==> src/rtl/irq_pkg.sv <==
package irq_pkg;
  localparam int IRQ_NUM    = 32;
  localparam int RST_POS    = 0;
  localparam int EMU_HI_POS = 1;
  localparam int EMU_LO_POS = 27;
endpackage

==> src/rtl/irq_latch_bank.sv <==
module irq_latch_bank #(
  parameter int N = 32,
  parameter logic [N-1:0] RST_VAL = '0,
  localparam int IDX_W = $clog2(N)
) (
  input  logic             clk,
  input  logic             rst_n,
  input  logic [N-1:0]     hw_evt,
  input  logic             wr_en,
  input  logic [N-1:0]     wr_data,
  input  logic             ack_valid,
  input  logic [IDX_W-1:0] ack_idx,
  output logic [N-1:0]     latch_q
);
  localparam logic [N-1:0] ONE = {{(N-1){1'b0}}, 1'b1};

  // clear vector: one-hot on the acknowledged index
  function automatic logic [N-1:0] ack_vec(input logic v, input logic [IDX_W-1:0] i);
    return v ? (ONE << i) : '0;
  endfunction

  // update order: write replaces, ack clears, events set last (they win)
  function automatic logic [N-1:0] next_latch(input logic [N-1:0] cur,
                                              input logic we,
                                              input logic [N-1:0] wd,
                                              input logic [N-1:0] clr,
                                              input logic [N-1:0] set);
    logic [N-1:0] base;
    base = we ? wd : cur;
    return (base & ~clr) | set;
  endfunction

  logic [N-1:0] clr_vec;
  logic [N-1:0] latch_d;

  assign clr_vec = ack_vec(ack_valid, ack_idx);
  assign latch_d = next_latch(latch_q, wr_en, wr_data, clr_vec, hw_evt);

  always_ff @(posedge clk or negedge rst_n) begin
    if (!rst_n) latch_q <= RST_VAL;
    else        latch_q <= latch_d;
  end

  AST_HW_SET_WINS: assert property (@(posedge clk) disable iff (!rst_n)
    (hw_evt != '0) |=> ((latch_q & $past(hw_evt)) == $past(hw_evt)));

  AST_ACK_CLEARS: assert property (@(posedge clk) disable iff (!rst_n)
    (ack_valid && !wr_en && ((hw_evt & (ONE << ack_idx)) == '0))
      |=> ((latch_q & (ONE << $past(ack_idx))) == '0));

  AST_WR_SETS: assert property (@(posedge clk) disable iff (!rst_n)
    (wr_en && !ack_valid) |=> ((latch_q & $past(wr_data)) == $past(wr_data)));
endmodule

==> src/rtl/irq_mask_reg.sv <==
module irq_mask_reg #(
  parameter int N = 32,
  parameter logic [N-1:0] FORCED = '0
) (
  input  logic         clk,
  input  logic         rst_n,
  input  logic         wr_en,
  input  logic [N-1:0] wr_data,
  output logic [N-1:0] mask_q
);
  // non-maskable positions are pinned to 1 on every write
  function automatic logic [N-1:0] pin_forced(input logic [N-1:0] d);
    return d | FORCED;
  endfunction

  logic [N-1:0] mask_r;

  always_ff @(posedge clk or negedge rst_n) begin
    if (!rst_n)     mask_r <= FORCED;
    else if (wr_en) mask_r <= pin_forced(wr_data);
  end

  assign mask_q = mask_r;

  AST_MASK_WRITE: assert property (@(posedge clk) disable iff (!rst_n)
    wr_en |=> ((mask_q & ~FORCED) == ($past(wr_data) & ~FORCED)));
endmodule

==> src/rtl/irq_prio_resolver.sv <==
module irq_prio_resolver #(
  parameter int N = 32,
  parameter int TOP_BIT = 0,
  localparam int IDX_W = $clog2(N)
) (
  input  logic             clk,
  input  logic             rst_n,
  input  logic [N-1:0]     latch_q,
  input  logic [N-1:0]     mask_q,
  output logic             irq_req,
  output logic [IDX_W-1:0] irq_idx
);
  // lowest set index, 0 when empty
  function automatic logic [IDX_W-1:0] lowest_set(input logic [N-1:0] v);
    logic [IDX_W-1:0] r;
    r = '0;
    for (int i = N - 1; i >= 0; i--) begin
      if (v[i]) r = IDX_W'(i);
    end
    return r;
  endfunction

  logic [N-1:0]     pend_vec;
  logic             any_pend;
  logic [IDX_W-1:0] win_idx;

  assign pend_vec = latch_q & mask_q;
  assign any_pend = |pend_vec;
  assign win_idx  = lowest_set(pend_vec);

  always_ff @(posedge clk or negedge rst_n) begin
    if (!rst_n) begin
      irq_req <= 1'b0;
      irq_idx <= '0;
    end else begin
      irq_req <= any_pend;
      irq_idx <= win_idx;
    end
  end

  AST_IDLE_NO_REQ: assert property (@(posedge clk) disable iff (!rst_n)
    (pend_vec == '0) |=> (!irq_req && irq_idx == '0));

  AST_TOP_ALWAYS_SERVED: assert property (@(posedge clk) disable iff (!rst_n)
    latch_q[TOP_BIT] |=> (irq_req && irq_idx == IDX_W'(TOP_BIT)));

  AST_WINNER_WAS_PENDING: assert property (@(posedge clk) disable iff (!rst_n)
    irq_req |-> ((($past(latch_q) & $past(mask_q)) >> irq_idx) & {{(N-1){1'b0}}, 1'b1}) != '0);
endmodule

==> src/rtl/irq_prio_ctrl.sv <==
module irq_prio_ctrl #(
  parameter int N          = irq_pkg::IRQ_NUM,
  parameter int RST_BIT    = irq_pkg::RST_POS,
  parameter int EMU_HI_BIT = irq_pkg::EMU_HI_POS,
  parameter int EMU_LO_BIT = irq_pkg::EMU_LO_POS,
  localparam int IDX_W = $clog2(N)
) (
  input  logic             clk,
  input  logic             rst_n,
  input  logic [N-1:0]     hw_evt,
  input  logic             lat_wr_en,
  input  logic [N-1:0]     lat_wr_data,
  input  logic             msk_wr_en,
  input  logic [N-1:0]     msk_wr_data,
  input  logic             ack_valid,
  input  logic [IDX_W-1:0] ack_idx,
  output logic [N-1:0]     latch_q,
  output logic [N-1:0]     mask_q,
  output logic             irq_req,
  output logic [IDX_W-1:0] irq_idx
);
  localparam logic [N-1:0] ONE       = {{(N-1){1'b0}}, 1'b1};
  localparam logic [N-1:0] NMI_BITS  = (ONE << RST_BIT) | (ONE << EMU_HI_BIT);
  localparam logic [N-1:0] LATCH_RST = ONE << EMU_LO_BIT;

  irq_latch_bank #(.N(N), .RST_VAL(LATCH_RST)) u_latch (
    .clk(clk), .rst_n(rst_n), .hw_evt(hw_evt),
    .wr_en(lat_wr_en), .wr_data(lat_wr_data),
    .ack_valid(ack_valid), .ack_idx(ack_idx),
    .latch_q(latch_q)
  );

  irq_mask_reg #(.N(N), .FORCED(NMI_BITS)) u_mask (
    .clk(clk), .rst_n(rst_n),
    .wr_en(msk_wr_en), .wr_data(msk_wr_data),
    .mask_q(mask_q)
  );

  irq_prio_resolver #(.N(N), .TOP_BIT(RST_BIT)) u_resolve (
    .clk(clk), .rst_n(rst_n),
    .latch_q(latch_q), .mask_q(mask_q),
    .irq_req(irq_req), .irq_idx(irq_idx)
  );

  AST_MASK_PINNED: assert property (@(posedge clk) disable iff (!rst_n)
    msk_wr_en |=> ((mask_q & NMI_BITS) == NMI_BITS));

  AST_MASKED_HELD: assert property (@(posedge clk) disable iff (!rst_n)
    (!lat_wr_en && !ack_valid && ((latch_q & ~mask_q) != '0))
      |=> ((latch_q & $past(latch_q & ~mask_q)) == $past(latch_q & ~mask_q)));
endmodule

==> config.mk <==
export PLATFORM = sky130hd
export DESIGN_NAME = irq_prio_ctrl
export DESIGN_NICKNAME = d
export VERILOG_FILES = /design/src/rtl/irq_pkg.sv /design/src/rtl/irq_latch_bank.sv /design/src/rtl/irq_mask_reg.sv /design/src/rtl/irq_prio_resolver.sv /design/src/rtl/irq_prio_ctrl.sv
export SDC_FILE = /design/constraint.sdc
export NUM_CORES = 1
export LEC_CHECK = 0
export ABC_AREA = 1
export BUFFER_PORTS_ARGS = -buffer_cell sky130_fd_sc_hd__buf_2
export CELL_PAD_IN_SITES_DETAIL_PLACEMENT = 0
export CELL_PAD_IN_SITES_GLOBAL_PLACEMENT = 1
export CORE_MARGIN = 2
export CORE_UTILIZATION = 37
export CTS_BUF_LIST = sky130_fd_sc_hd__clkbuf_8
export CTS_CLUSTER_SIZE = 30
export DETAILED_ROUTE_END_ITERATION = 16
export PLACE_DENSITY = 0.84
export SETUP_SLACK_MARGIN = 0.1
export SLEW_MARGIN = 40
export SYNTH_ARGS = -nofsm -noshare
export SYNTH_HDL_FRONTEND = slang
export SYNTH_HIERARCHICAL = 1
export SYNTH_SLANG_ARGS = --single-unit
==> constraint.sdc <==
create_clock -name clk -period 5.55 [get_ports clk]
set_clock_uncertainty 0.15 [all_clocks]
set_input_delay 1.11 -clock clk [delete_from_list [all_inputs] [get_ports clk]]
set_output_delay 1.11 -clock clk [all_outputs]
set_load 0.05 [all_outputs]
==> run summary <==
dpl hpwl: 9220 um
ant diodes: 0
worst r2r src: u_latch/latch_q[31]
I/O pins: 176
RSZ-0062 raised after global routing: no
drt first pass iters: 4
Port-buffer cells: 171
Yosys top cell by area: dfrtp_1
Synth Register Bits: 68
num rows: 38
Vias: 3750
clock slew at reported path FFs: 0.07 ns
Final setup viols: 0
Leakage: 2.99 nW
buffer count from post-CTS setup fixing: 0
setup TNS: 0 ns
Worst path slowest cell: dfstp_2
hold_buf cts: 0
max-cap violation count: 0
Setup crit start: u_latch/latch_q[27]
Hold Crit Class: reg -> reg
final slew viol count: 0
Post-DRT Antenna Nets: 0
max incr delay on CP: 0.57 ns
Post-Layout Cell Count: 846
Worst Tran Pin Value: 0.703 ns
DRC viols: 0
Die Ht: 109 um
share of cells above drive strength 1: 0.398
clock root cell: clkbuf_8
largest net degree at the start of global routing: 69
Pwr Density: 275 nW/um^2
Startpoint Class: flop
Distinct cells, synth: 31
WP data arrival: 1.18 ns
Area Growth Syn to Fin: 25.5%
GRT Resource Usage Total: 0.202
critical path, cell by cell: buf_2
Post-Syn Area: 4060 sq um
sequential area share after synthesis: 0.420
CTS Buffer Depth: 2
largest fanout on the critical path: 3
final hold viol count: 0
drt via density: 4.43
crit end category: output port
first-pass GRT wire length: 18000 um
crit path buf inv count: 1
CTS sink count: 68
total CTS buffers: 9
hold_sp: u_mask/mask_q[2]
worst hold margin: 0.351 ns
Die ar.: 11800 sq um
crit share post-route: 0.440
# resized after CTS: 0
GP Congestion: 0.847
Yosys top cell area share: 0.413
Post-Syn Area per Cell: 7.54 sq um
gr ovfl total: 0
CTS H-Tree Depth: 3
Cells after Synth: 538
top cells by area, synth: dfrtp_1 (41%), nand2_1 (21%), inv_1 (6.3%), o21ai_2 (6.0%), nand2_2 (6.0%)
die width: 109 um
Overall Power: 0.00140 W
initial drt markers: 152
CTS tree: yes
fmax: 410 MHz
WL final: 11900 um
delay-heaviest family, CP: flip-flops
Std-Cell Core Area: 10700 sq um
initial core utilization: 0.377
CP Data Required Time: 4.29 ns
vias in the first global route: 3715
worst relative slew slack: 0.531
synth warn: 6
Peak VDD IR: 0.000104 V
minimum clock period: 2.44 ns
initial antenna violation count: 0
WL per Instance: 14.0 um
status: finished clean
insertion delay to the later sink of the worst-skew pair: 0.34 ns
nets: 807
type of the worst setup path: reg -> out
Final Core Density: 0.474
post-placement cell count: 830
[power by group]
| group | switching, W | internal (W) | total, W |
|---|---|---|---|
| sequential | 0.0000353 | 0.000534 | 0.000570 |
| clock | 0.000185 | 0.000226 | 0.000411 |
| combinational | 0.000300 | 0.000116 | 0.000416 |
| total | 0.000520 | 0.000877 | 0.00140 |
[placed cells by master (no fill, tap or decap), drive strengths merged, types with 2 or more instances in the layout]
cell type  netlist  layout
clkbuf           0      11
nor2            30      30
a31oi            3       3
nand3           18      18
dfrtp           67      67
buf             20     171
conb             1       2
nand4            2       2
o21ai           44      44
nand2          273     273
inv             74      78
[registers in the layout, indices dropped and copies added (netlist names)]
signal,flops
u_resolve/irq_idx,5
u_resolve/irq_req,1
u_mask/mask_q,30
u_latch/latch_q,32
[routing by layer]
layer  up-vias  GRT usage  share of wire
met2        98      0.350           0.51
met4         0     0.0623          0.011
li1       1948          -              -
met1      1696      0.255           0.42
met3         8     0.0395          0.060
met5         -          0              0
[cell type report]
| cell class | count | area, sq um |
|---|---|---|
| fillers | 1142 | 5660 |
| multi-input cells | 377 | 1860 |
| flip-flops and latches | 68 | 1700 |
| repair buffers | 171 | 868 |
| inverters | 74 | 288 |
| well taps | 140 | 175 |
| clock buffers | 11 | 151 |
| clock inverters | 5 | 45.0 |
[synthesized netlist by cell type]
cell,number
nand2_1,230
inv_1,68
dfrtp_1,67
nand2_2,39
o21ai_2,28
nor2_1,20
o21ai_1,16
nand3_1,10
buf_6,8
nand3_2,7
nor2_2,7
buf_2,6
inv_2,4
nand2_4,4
a31oi_1,3
buf_12,3
buf_4,2
inv_6,2
nor2_4,2
a21boi_0,1
a21oi_2,1
buf_8,1
conb_1,1
dfstp_2,1
nand3_4,1
nand4_1,1
nand4_2,1
nor2_8,1
nor3_1,1
o21bai_1,1
o31ai_1,1
[logic make-up after synthesis]
logic type / share of synthesized area
simple gates: 0.364
other cells: 0.000925
flops: 0.420
buf+inv: 0.123
compound gates: 0.0926
[per-stage QoR]
stage / instance area (sq um) / setup WS [ns]
final: 5090 / 3.11
after global routing: 5090 / 2.80
after CTS: 5090 / 3.09
after detailed placement: 4890 / 3.02
after global placement: 4880 / 3.06
after floorplan: 4060 / 3.13
[final timing paths]
check	to	slack [ns]	depth (start not counted)
max in group asynchronous	u_latch/latch_q[12]	4.17	1
hold / removal	u_mask/mask_q[2]	0.35	2
min in group asynchronous	u_latch/latch_q[19]	0.62	1
hold reg to reg	u_mask/mask_q[2]	0.35	2
setup / recovery	latch_q[27]	3.11	1
setup reg to reg	u_resolve/irq_idx[0]	3.21	32
Power figures use the tool's default switching activity.
